File: config.mk
export PLATFORM = sky130hd
export DESIGN_NAME = sync_addr_seq
export DESIGN_NICKNAME = d
export VERILOG_FILES = /design/src/rtl/sync_addr_seq_pkg.sv /design/src/rtl/sync_addr_seq_timer.sv /design/src/rtl/sync_addr_seq_shift.sv /design/src/rtl/sync_addr_seq_ctrl.sv /design/src/rtl/sync_addr_seq.sv
export SDC_FILE = /design/constraint.sdc
export NUM_CORES = 1
export LEC_CHECK = 0
export ABC_AREA = 1
export ABC_CLOCK_PERIOD_IN_PS = 2300
export BUFFER_PORTS_ARGS = -buffer_cell sky130_fd_sc_hd__buf_2
export CAP_MARGIN = 20
export CORE_MARGIN = 1
export CORE_UTILIZATION = 30
export DETAILED_ROUTE_END_ITERATION = 10
export GPL_TIMING_DRIVEN = 0
export PLACE_DENSITY = 0.6
export SETUP_SLACK_MARGIN = 0.02
export SLEW_MARGIN = 20
export SYNTH_ARGS = -nofsm -noshare
export SYNTH_HDL_FRONTEND = slang
export SYNTH_SLANG_ARGS = --single-unit
File: constraint.sdc
create_clock -name clk_i -period 2.3 [get_ports clk_i]
set_clock_uncertainty 0.05 [all_clocks]
set_input_delay 0.115 -clock clk_i [delete_from_list [all_inputs] [get_ports clk_i]]
set_output_delay 0.115 -clock clk_i [all_outputs]
set_load 0.05 [all_outputs]
File: src/rtl/sync_addr_seq_pkg.sv
package sync_addr_seq_pkg;

  typedef enum logic [2:0] {
    PH_IDLE  = 3'd0,
    PH_RST   = 3'd1,
    PH_CLKUP = 3'd2,
    PH_ENUP  = 3'd3,
    PH_LOW   = 3'd4,
    PH_HIGH  = 3'd5
  } phase_t;

endpackage

File: src/rtl/sync_addr_seq_timer.sv
module sync_addr_seq_timer #(
  parameter int CW = 8
) (
  input  logic          clk_i,
  input  logic          rst_i,
  input  logic          clear_i,
  input  logic [CW-1:0] limit_i,
  output logic          expire_o
);

  logic [CW-1:0] cnt_q;

  // limit_i is at least 1 in every phase that uses it
  assign expire_o = (cnt_q == limit_i - CW'(1));

  always_ff @(posedge clk_i) begin
    if (rst_i || clear_i || expire_o) cnt_q <= '0;
    else                               cnt_q <= cnt_q + CW'(1);
  end

endmodule

File: src/rtl/sync_addr_seq_shift.sv
module sync_addr_seq_shift #(
  parameter int ADDR_W = 8,
  parameter int DEV_W  = 4
) (
  input  logic             clk_i,
  input  logic             rst_i,
  input  logic             load_i,
  input  logic [DEV_W-1:0] dev_i,
  input  logic             shift_i,
  output logic             bit_o,
  output logic             last_o
);

  localparam int PAD = ADDR_W - DEV_W - 1;
  localparam int NW  = $clog2(ADDR_W + 1);

  logic [ADDR_W-1:0] sh_q;
  logic [NW-1:0]     sent_q;

  assign bit_o  = sh_q[0];
  assign last_o = (sent_q == NW'(ADDR_W));

  always_ff @(posedge clk_i) begin
    if (rst_i) begin
      sh_q   <= '0;
      sent_q <= '0;
    end else if (load_i) begin
      sh_q   <= {{PAD{1'b0}}, dev_i, 1'b1};
      sent_q <= '0;
    end else if (shift_i) begin
      sh_q   <= {1'b0, sh_q[ADDR_W-1:1]};
      sent_q <= sent_q + NW'(1);
    end
  end

endmodule

File: src/rtl/sync_addr_seq_ctrl.sv
module sync_addr_seq_ctrl
  import sync_addr_seq_pkg::*;
#(
  parameter int DIV_W       = 8,
  parameter int CW          = 8,
  parameter int RST_MIN_CYC = 6
) (
  input  logic             clk_i,
  input  logic             rst_i,
  input  logic             start_i,
  input  logic [DIV_W-1:0] half_div_i,
  input  logic             tmr_exp_i,
  input  logic             bit_i,
  input  logic             last_i,
  output logic             tmr_clear_o,
  output logic [CW-1:0]    tmr_limit_o,
  output logic             load_o,
  output logic             shift_o,
  output logic             busy_o,
  output logic             done_o,
  output logic             en_o,
  output logic             clk_o,
  output logic             dat_o
);

  phase_t           phase_q;
  logic [DIV_W-1:0] hlim_q;
  logic             en_q, clk_q, dat_q, done_q;

  always_comb begin
    tmr_clear_o = (phase_q == PH_IDLE);
    tmr_limit_o = (phase_q == PH_RST) ? CW'(RST_MIN_CYC) : CW'(hlim_q);
    load_o      = (phase_q == PH_IDLE) && start_i;
    shift_o     = tmr_exp_i &&
                  ((phase_q == PH_ENUP) || ((phase_q == PH_HIGH) && !last_i));
  end

  always_ff @(posedge clk_i) begin
    if (rst_i) begin
      phase_q <= PH_IDLE;
      hlim_q  <= DIV_W'(1);
      en_q    <= 1'b0;
      clk_q   <= 1'b0;
      dat_q   <= 1'b0;
      done_q  <= 1'b0;
    end else begin
      done_q <= 1'b0;
      case (phase_q)
        PH_IDLE: if (start_i) begin
          phase_q <= PH_RST;
          en_q    <= 1'b0;
          clk_q   <= 1'b0;
          dat_q   <= 1'b0;
          hlim_q  <= (half_div_i == '0) ? DIV_W'(1) : half_div_i;
        end
        PH_RST: if (tmr_exp_i) begin
          phase_q <= PH_CLKUP;
          clk_q   <= 1'b1;
        end
        PH_CLKUP: if (tmr_exp_i) begin
          phase_q <= PH_ENUP;
          en_q    <= 1'b1;
        end
        PH_ENUP: if (tmr_exp_i) begin
          phase_q <= PH_LOW;
          clk_q   <= 1'b0;
          dat_q   <= bit_i;
        end
        PH_LOW: if (tmr_exp_i) begin
          phase_q <= PH_HIGH;
          clk_q   <= 1'b1;
        end
        PH_HIGH: if (tmr_exp_i) begin
          if (last_i) begin
            phase_q <= PH_IDLE;
            done_q  <= 1'b1;
          end else begin
            phase_q <= PH_LOW;
            clk_q   <= 1'b0;
            dat_q   <= bit_i;
          end
        end
        default: phase_q <= PH_IDLE;
      endcase
    end
  end

  assign busy_o = (phase_q != PH_IDLE);
  assign done_o = done_q;
  assign en_o   = en_q;
  assign clk_o  = clk_q;
  assign dat_o  = dat_q;

endmodule

File: src/rtl/sync_addr_seq.sv
module sync_addr_seq #(
  parameter int DEV_W       = 4,
  parameter int ADDR_W      = 8,
  parameter int DIV_W       = 8,
  parameter int RST_MIN_CYC = 6
) (
  input  logic             clk_i,
  input  logic             rst_i,
  input  logic             start_i,
  input  logic [DEV_W-1:0] dev_i,
  input  logic [DIV_W-1:0] half_div_i,
  input  logic             svc_line_i,
  output logic             busy_o,
  output logic             done_o,
  output logic             sel_en_o,
  output logic             shk_clk_o,
  output logic             ser_dat_o,
  output logic             svc_pend_o
);

  localparam int RW = $clog2(RST_MIN_CYC + 1);
  localparam int CW = (RW > DIV_W) ? RW : DIV_W;

  logic          tmr_clear, tmr_exp, load, shift, bit_nx, last;
  logic [CW-1:0] tmr_limit;
  logic          svc_q;

  sync_addr_seq_timer #(.CW(CW)) u_timer (
    .clk_i    (clk_i),
    .rst_i    (rst_i),
    .clear_i  (tmr_clear),
    .limit_i  (tmr_limit),
    .expire_o (tmr_exp)
  );

  sync_addr_seq_shift #(.ADDR_W(ADDR_W), .DEV_W(DEV_W)) u_shift (
    .clk_i   (clk_i),
    .rst_i   (rst_i),
    .load_i  (load),
    .dev_i   (dev_i),
    .shift_i (shift),
    .bit_o   (bit_nx),
    .last_o  (last)
  );

  sync_addr_seq_ctrl #(
    .DIV_W(DIV_W), .CW(CW), .RST_MIN_CYC(RST_MIN_CYC)
  ) u_ctrl (
    .clk_i       (clk_i),
    .rst_i       (rst_i),
    .start_i     (start_i),
    .half_div_i  (half_div_i),
    .tmr_exp_i   (tmr_exp),
    .bit_i       (bit_nx),
    .last_i      (last),
    .tmr_clear_o (tmr_clear),
    .tmr_limit_o (tmr_limit),
    .load_o      (load),
    .shift_o     (shift),
    .busy_o      (busy_o),
    .done_o      (done_o),
    .en_o        (sel_en_o),
    .clk_o       (shk_clk_o),
    .dat_o       (ser_dat_o)
  );

  // service request is meaningful only while both lines hold devices in reset
  always_ff @(posedge clk_i) begin
    if (rst_i) svc_q <= 1'b0;
    else       svc_q <= svc_line_i && !sel_en_o && !shk_clk_o;
  end

  assign svc_pend_o = svc_q;

endmodule

==> impl_metrics.ini, run 1 <==
[cells_and_area]
drive_gt1_frac = 0.235
areaGrowthSynthToFinish_pct = 24.6
multiInputGateArea_um2 = 1070
seq_area_um2 = 669
antenna_cells = 0
nets = 331
fillers = 631

[logic_synthesis]
ys_seq_area_frac = 0.361
yosysTopAreaCellShare = 0.361
synth-seq-cells = 33
syn-num-nets = 290
syn_area_per_cell_um2 = 6.78
synthCells = 270
ys.warnings.count = 0
synth_top_cell_by_area = dfxtp_1
synthTopCellsByArea = dfxtp_1, nand2_1, nand3_1
synth_cell_type_count = 31
syn_area_um2 = 1830

[clocking]
clock_path_buffers = 2
cts_max_level = 2
path_clk_slew_ns = 0.06
clockRootBuffer = clkbuf_8
cts_tree = yes
clkLatencyLatePin_ns = 0.28
numClockSinks = 33
cts_buffers = 5

[flow_run]
cap_violations = 0

[global_routing]
antenna_found_initial = 0
grt_pass1_vias = 1591
use_met3 = 0.0307
grt_max_degree = 11
grt_overflow = 0
busiest_layer = met2
met2_usage = 0.211
gr-usage-all-layers = 0.141
grtUsageMet1 = 0.193
grt_first_pass_wirelength_um = 7020

[drt]
drc = 0
num_vias = 1794
antenna_left = 0
wl_per_cell_um = 10.9
viasPerCell = 4.66
wirelength_um = 4200
drt_first_pass_iters = 4
initialDrtViolationCount = 89

[power]
switchingPower_mw = 1.23
p_int_mw = 1.43
clockPowerShare = 0.150
p_sw_frac = 0.464
p_per_area_nw_per_um2 = 1170
cellLeakagePower_nw = 1.05
power_frac_seq = 0.289
ir_worst_vdd_uv = 416
pwr-share-comb = 0.561

[place]
portBuffers = 21
place_ws_ns = -0.177
gp_congestion = 0.776
dp_hpwl_um = 3030

[timing]
min_period_over_period = 0.923
min_period_ns = 2.12
rsz0062_at_grt = no
slew_violations = 0
finalSetupViolations = 0
fmax_mhz = 471
tightest_slew_ns = 0.603
holdWs_ns = 0.0219
hold_viol = 0
relSlewSlack = 0.596
fin_ws_ns = 0.177

[floorplanning]
die_w_um = 80.1
rows = 28
io_pins = 22
die_y_um = 80.1
fp.coreArea_um2 = 5890
initial_core_util = 0.311
die-area_um2 = 6410

[worst_setup_path]
cp-start-kind = flip-flop
required_ns = 2.39
worstSetupPathType = flip-flop to flip-flop
crit_path_end_kind = flip-flop
critPathMaxFanout = 7
cp.arrival_ns = 2.22

[run_status]
outcome = finished clean

[worst_hold_path]
hold_path.class = input port to flip-flop
## final timing paths
kind                            cells past startpoint               from         endpoint  slack (ns)
worst max register to register                     14  u_ctrl.phase_q[2]  u_shift.sh_q[3]        0.18
worst max-delay path                               14  u_ctrl.phase_q[2]  u_shift.sh_q[3]        0.18
worst min-delay path                                3         svc_line_i       svc_pend_o        0.02
worst min register to register                      2       u_ctrl.clk_o     u_ctrl.clk_o        0.42
## power groups by stage
stage               Clock (mW)  Combinational (mW)  Sequential [mW]
floorplan                    0               0.966            0.793
global placement             0                1.23            0.768
detailed placement           0                1.24            0.770
CTS                      0.412                1.33            0.762
global route             0.434                1.66            0.782
finish                   0.399                1.49            0.767
## worst max-delay path: stages (launching register included)
cell and delay [ns]:
dfxtp_4 0.37, nor2_4 0.12, nand2_4 0.09, inv_2 0.08, nor2_2 0.05, ha_4 0.26
xor2_1 0.12, nand3_1 0.08, nor2_1 0.11, nand2_1 0.09, nor2_4 0.15, nand3_4 0.12
buf_6 0.17, nand3_1 0.06, a21oi_1 0.07
## layout make-up
type,count,share of cell area
flip-flops and latches,33,0.294
clock inverters,1,0.00220
clock buffers,5,0.0302
inverters,35,0.0587
repair buffers,35,0.0960
plain buffers,3,0.00823
multi-input cells,198,0.470
well taps,75,0.0412
## sequential cells by signal (all words and copies together), names as in the netlist
register and cells:
u_ctrl.en_o 1, svc_pend_o 1, u_timer.cnt_q 8, u_ctrl.hlim_q 8
u_ctrl.phase_q 3, u_ctrl.dat_o 1, u_ctrl.clk_o 1, u_ctrl.done_o 1
u_shift.sh_q 5, u_shift.sent_q 4
## metrics by stage
| step | cells | util | setup TNS (ns) | area, µm² | power, mW |
|---|---|---|---|---|---|
| 4_1_cts | 377 | 0.369 | 0 | 2170 | 2.50 |
| 3_5_place_dp | 366 | 0.345 | -2.39 | 2030 | 2.01 |
| 5_1_grt | 385 | 0.387 | 0 | 2280 | 2.87 |
| 6_report | 385 | 0.387 | 0 | 2280 | 2.66 |
| 2_1_floorplan | 270 | - | 0 | 1830 | 1.76 |
| 3_3_place_gp | 366 | 0.345 | -2.01 | 2030 | 2.00 |
## cell families after synthesis
kind of cell    after synthesis  share of synthesized area
buf+inv                      39                     0.0903
flops                        33                      0.361
compound gates               26                     0.0814
simple gates                161                      0.406
fa+ha+maj                     4                     0.0274
xor+xnor                      7                     0.0335
## routing by layer
layer / up-vias / wire, µm
li1: 940 / -
met1: 807 / 2130
met2: 41 / 1820
met3: 6 / 189
met4: 0 / 68
met5: - / 0
## Yosys cell counts (all sizes together)
library cell	instances
a21oi	14
a22o	3
a41oi	1
buf	3
clkbuf	1
dfxtp	33
ha	4
inv	35
nand2	83
nand3	29
nand3b	2
nand4	3
nor2	34
nor3	4
nor3b	2
nor4	1
o21ai	5
o22ai	3
or2	3
xnor2	1
xor2	6
## repair_timing
action / CTS / global route
endpoints found under the setup margin: 23 / 31
hold endpoints to repair: 2 / 0
buffers inserted: 2 / 9
hold buffers: 2 / 0
pin swaps: 4 / 8
gates cloned: 1 / 0
gates resized for setup: 10 / 15
## cells in the final DEF, fill, tap and decap left out, types with 4 or more instances in the layout
cell,n
a21oi_1,11
buf_2,21
buf_4,11
clkbuf_8,5
dfxtp_1,30
inv_1,33
nand2_1,76
nand2_2,4
nand3_1,24
nand3_2,4
nor2_1,28
nor3_1,4
xor2_1,6
Power figures use the tool's default switching activity.
==> inputs of run 2 (changes only) <==
==> constraint.sdc (replaced) <==
create_clock -name clk_i -period 2.3 [get_ports clk_i]
set_clock_uncertainty 0.05 [all_clocks]
set_input_delay 0.46 -clock clk_i [delete_from_list [all_inputs] [get_ports clk_i]]
set_output_delay 0.46 -clock clk_i [all_outputs]
set_load 0.05 [all_outputs]
==> run 2 against run 1 <==
Net effect: clock-buffer cell count is the same; non-clock buffer count shrank 2; flip-flop and latch count stayed put; register-to-register slack is essentially flat; critical path depth did not move; maximum frequency up 0.13%; via count decreased by 0.50%; sequential share of layout area rose by 0.26 points; clock power barely moved; utilization shrank 0.34 points; die area is the same; setup slack gained 0.0028 ns; largest power group unchanged.
==> impl_metrics.ini, run 2 (synthesized netlist as in run 1, its figures left out) <==
[worst_setup_path]
r2r_start = u_ctrl.phase_q[2]
crit_path_end_kind = flip-flop
startpoint = u_ctrl.phase_q[2]
critPathMaxFanout = 7
worstSetupPathType = flip-flop to flip-flop
cp.arrival_ns = 2.22
cp-start-kind = flip-flop
reg2reg_slack_ns = 0.18
required_ns = 2.40

[flow_run]
cap_violations = 0

[power]
clockPowerShare = 0.150
pwr-share-comb = 0.560
ir_worst_vdd_uv = 415
p_sw_frac = 0.463
cellLeakagePower_nw = 1.04
power_frac_seq = 0.290
design_power_total_mw = 2.65
p_int_mw = 1.42
p_per_area_nw_per_um2 = 1170
switchingPower_mw = 1.23

[drt]
num_vias = 1785
antenna_left = 0
viasPerCell = 4.66
initialDrtViolationCount = 93
drc = 0
wl_per_cell_um = 10.9
drt_first_pass_iters = 5
wirelength_um = 4180

[floorplanning]
die_w_um = 80.1
fp.coreArea_um2 = 5890
die_y_um = 80.1
initial_core_util = 0.311
rows = 28
io_pins = 22
die-area_um2 = 6410

[global_routing]
grt_first_pass_wirelength_um = 7010
use_met3 = 0.0307
grtUsageMet1 = 0.193
busiest_layer = met2
gr-usage-all-layers = 0.141
grt_pass1_vias = 1585
antenna_found_initial = 0
grt_max_degree = 11
grt_overflow = 0
met2_usage = 0.210

[timing]
min_period_ns = 2.12
hold_viol = 0
finalSetupViolations = 0
relSlewSlack = 0.603
fmax_mhz = 472
tightest_slew_ns = 0.593
rsz0062_at_grt = no
holdWs_ns = 0.324
fin_tns_setup_ns = 0
min_period_over_period = 0.922
slew_violations = 0

[clocking]
clock_path_buffers = 2
hold_buffers = 0
cts_max_level = 2
path_clk_slew_ns = 0.06
cts_buffers = 5
clkLatencyLatePin_ns = 0.28
cts_tree = yes
numClockSinks = 33
clockRootBuffer = clkbuf_8

[place]
dp_hpwl_um = 3030
post_dp_cell_area_um2 = 2030
gp_congestion = 0.776
portBuffers = 21

[cells_and_area]
final_area_um2 = 2260
nets = 329
final_common_cell = nand2_1
antenna_cells = 0
top_regs = u_ctrl.hlim_q (8), u_timer.cnt_q (8), u_shift.sh_q (5)
layout_common_cells = nand2_1, inv_1, dfxtp_1
areaGrowthSynthToFinish_pct = 23.5
drive_gt1_frac = 0.237

[worst_hold_path]
hold_path.class = input port to flip-flop
worstHoldStart = dev_i[3]

[run_status]
outcome = finished clean
run 2: cell types whose count changed in the layout (fill, tap and decap cells not counted), sizes merged:
cell and delta:
dlygate4sd3 -2
run 2: cell type report:
class	instances	area, µm²
fillers	633	3630
clock inverters	1	5.00
well taps	75	93.8
clock buffers	5	68.8
repair buffers	33	199
multi-input cells	198	1070
inverters	35	134
plain buffers	3	18.8
flip-flops and latches	33	669
run 2: power by group through the flow:
stage | Combinational, mW | Clock, mW | Sequential (mW)
2_1_floorplan | 0.966 | 0 | 0.793
5_1_grt | 1.66 | 0.434 | 0.782
6_report | 1.48 | 0.399 | 0.767
3_3_place_gp | 1.23 | 0 | 0.768
3_5_place_dp | 1.24 | 0 | 0.770
4_1_cts | 1.33 | 0.412 | 0.762
run 2: worst paths after layout:
path,endpoint,cells past startpoint
hold / removal,u_shift.sh_q[4],3
setup / recovery,u_shift.sh_q[3],14
hold reg to reg,u_ctrl.clk_o,2
setup reg to reg,u_shift.sh_q[3],14
run 2: layer usage:
layer,up-vias,routed length (µm)
li1,937,-
met1,801,2110
met2,41,1800
met3,6,198
met4,0,68
met5,-,0
run 2: worst max-delay path, cell delays in order, from the launching register on:
cell	delay [ns]
dfxtp_4	0.37
nor2_4	0.12
nand2_4	0.09
inv_2	0.08
nor2_2	0.05
ha_4	0.26
xor2_1	0.12
nand3_1	0.08
nor2_1	0.11
nand2_1	0.09
nor2_4	0.15
nand3_4	0.12
buf_6	0.17
nand3_1	0.06
a21oi_1	0.07
run 2: timing repair:
item                                    CTS  global route
pin swaps                                 4             8
endpoints found under the setup margin   23            31
setup buffers                             2             9
hold endpoints to repair                  0             0
cloned                                    1             0
gates resized for setup                  10            15
run 2: stage by stage:
step,std cells,setup slack [ns],utilization
2_1_floorplan,270,0.137,-
3_3_place_gp,366,-0.159,0.345
3_5_place_dp,366,-0.177,0.345
4_1_cts,375,0.0218,0.366
5_1_grt,383,0.0145,0.384
6_report,383,0.180,0.384
==> inputs of run 3 (changes only) <==
CELL_PAD_IN_SITES_DETAIL_PLACEMENT = 0   (was unset)
CELL_PAD_IN_SITES_GLOBAL_PLACEMENT = 1   (was unset)
PLACE_DENSITY = 0.75   (was 0.6)
==> run 3 against run 2 <==
Net effect: global-route usage up 0.35 points; sequential power up 0.9%; clock-buffer cell count unchanged; cell area up 2.5%; largest cell class unchanged; clock power up 6.8%; critical path type unchanged; critical path depth up 1; combinational power up 6%; die area unchanged; critical endpoint is now u_shift.sh_q[1].
==> impl_metrics.ini, run 3 (synthesized netlist as in run 1, its figures left out) <==
[cells_and_area]
multiInputGateArea_um2 = 1100
antenna_cells = 0
top_regs = u_ctrl.hlim_q (8), u_timer.cnt_q (8), u_shift.sh_q (5)
fillers = 648
layout_common_cells = nand2_1, inv_1, dfxtp_1
drive_gt1_frac = 0.251
areaGrowthSynthToFinish_pct = 26.7
seq_area_um2 = 669
final_common_cell = nand2_1
nets = 330
final_util = 0.394

[global_routing]
grt_first_pass_wirelength_um = 7160
grt_overflow = 0
grt_max_degree = 12
gr-usage-all-layers = 0.144
grt_pass1_vias = 1539
antenna_found_initial = 0

[worst_hold_path]
holdPathStages = 3
worstHoldStart = dev_i[3]
min_to = u_shift.sh_q[4]
hold_path.class = input port to flip-flop

[timing]
min_period_ns = 2.18
hold_viol = 0
finalSetupViolations = 0
min_period_over_period = 0.947
relSlewSlack = 0.534
fmax_mhz = 459
slew_violations = 0
tightest_slew_ns = 0.699
holdWs_ns = 0.334
rsz0062_at_grt = yes
fin_tns_setup_ns = 0

[worst_setup_path]
reg2reg_slack_ns = 0.12
cp-start-kind = flip-flop
critPathMaxFanout = 5
r2r_end = u_shift.sh_q[1]
worstSetupPathType = flip-flop to flip-flop
cp.arrival_ns = 2.28
required_ns = 2.40
r2r_start = u_ctrl.phase_q[1]
crit_path_end_kind = flip-flop
startpoint = u_ctrl.phase_q[1]
reg2reg_depth = 15

[clocking]
numClockSinks = 33
clock_path_buffers = 2
clockRootBuffer = clkbuf_8
cts_buffers = 5
cts_max_level = 2
path_clk_slew_ns = 0.08
cts_tree = yes
clkLatencyLatePin_ns = 0.29
hold_buffers = 0

[flow_run]
cap_violations = 0

[drt]
drc = 0
wirelength_um = 4330
antenna_left = 0
initialDrtViolationCount = 101
viasPerCell = 4.63
drt_first_pass_iters = 6
wl_per_cell_um = 11.2
num_vias = 1787

[place]
dp_hpwl_um = 3090
portBuffers = 21
gp_congestion = 0.790

[floorplanning]
die-area_um2 = 6410
io_pins = 22
die_y_um = 80.1
initial_core_util = 0.311
fp.coreArea_um2 = 5890
die_w_um = 80.1
rows = 28

[power]
ir_worst_vdd_uv = 752
p_per_area_nw_per_um2 = 1200
cellLeakagePower_nw = 1.06

[run_status]
outcome = finished clean
## run 3: layout make-up
cell class	instances	share of cell area
timing repair buffer	33	0.0859
sequential	33	0.289
multi-input combinational	198	0.475
clock inverter	3	0.00756
inverter	35	0.0578
buffer	4	0.0146
tap	75	0.0405
clock buffer	5	0.0297
## run 3: timing repair
item | CTS | global route
endpoints found under the setup margin | 23 | 23
gates resized for setup | 7 | 24
gates cloned | 1 | 0
buffers inserted | 3 | 8
pin swaps | 1 | 12
## run 3: per-stage QoR
stage,power [mW],cell area [µm²],std cells,setup WS (ns)
finish,2.77,2320,386,0.123
global route,3.01,2320,386,-0.0206
CTS,2.54,2170,378,0.0233
detailed placement,2.01,2030,366,-0.114
floorplan,1.76,1830,270,0.137
global placement,2.01,2030,366,-0.130
## run 3: worst max-delay path by stage
| stage | end | slack (ns) | cells after the start |
|---|---|---|---|
| floorplan | u_ctrl.dat_o | 0.14 | 15 |
| global placement | u_shift.sh_q[3] | -0.13 | 16 |
| detailed placement | u_shift.sh_q[3] | -0.11 | 15 |
| CTS | u_shift.sh_q[3] | 0.02 | 15 |
| global route | u_shift.sh_q[3] | -0.02 | 10 |
| finish | u_shift.sh_q[1] | 0.12 | 15 |
## run 3: critical path: stages (launching register included)
cell     delay, ns
dfxtp_4       0.37
nor2_4        0.12
nand2_4       0.06
buf_8         0.13
inv_4         0.05
nor2_4        0.03
ha_4          0.26
xor2_1        0.12
nand3_1       0.09
nor2_1        0.09
nand2_1       0.09
nor2_4        0.15
nand3_4       0.13
buf_6         0.18
nand3_1       0.06
a21oi_1       0.07
## run 3: layer usage
metal / track usage / vias up / wire, µm / share of wire
met5: 0 / - / 0 / 0
met4: 0.0429 / 0 / 0 / 0
met3: 0.0341 / 0 / 162 / 0.037
met2: 0.232 / 44 / 2020 / 0.47
met1: 0.189 / 802 / 2140 / 0.49
li1: - / 941 / - / -
## run 3: report_power, final
part	internal, mW	switching, mW
Sequential	0.675	0.0983
Combinational	0.582	0.990
Clock	0.209	0.217
Total	1.47	1.31
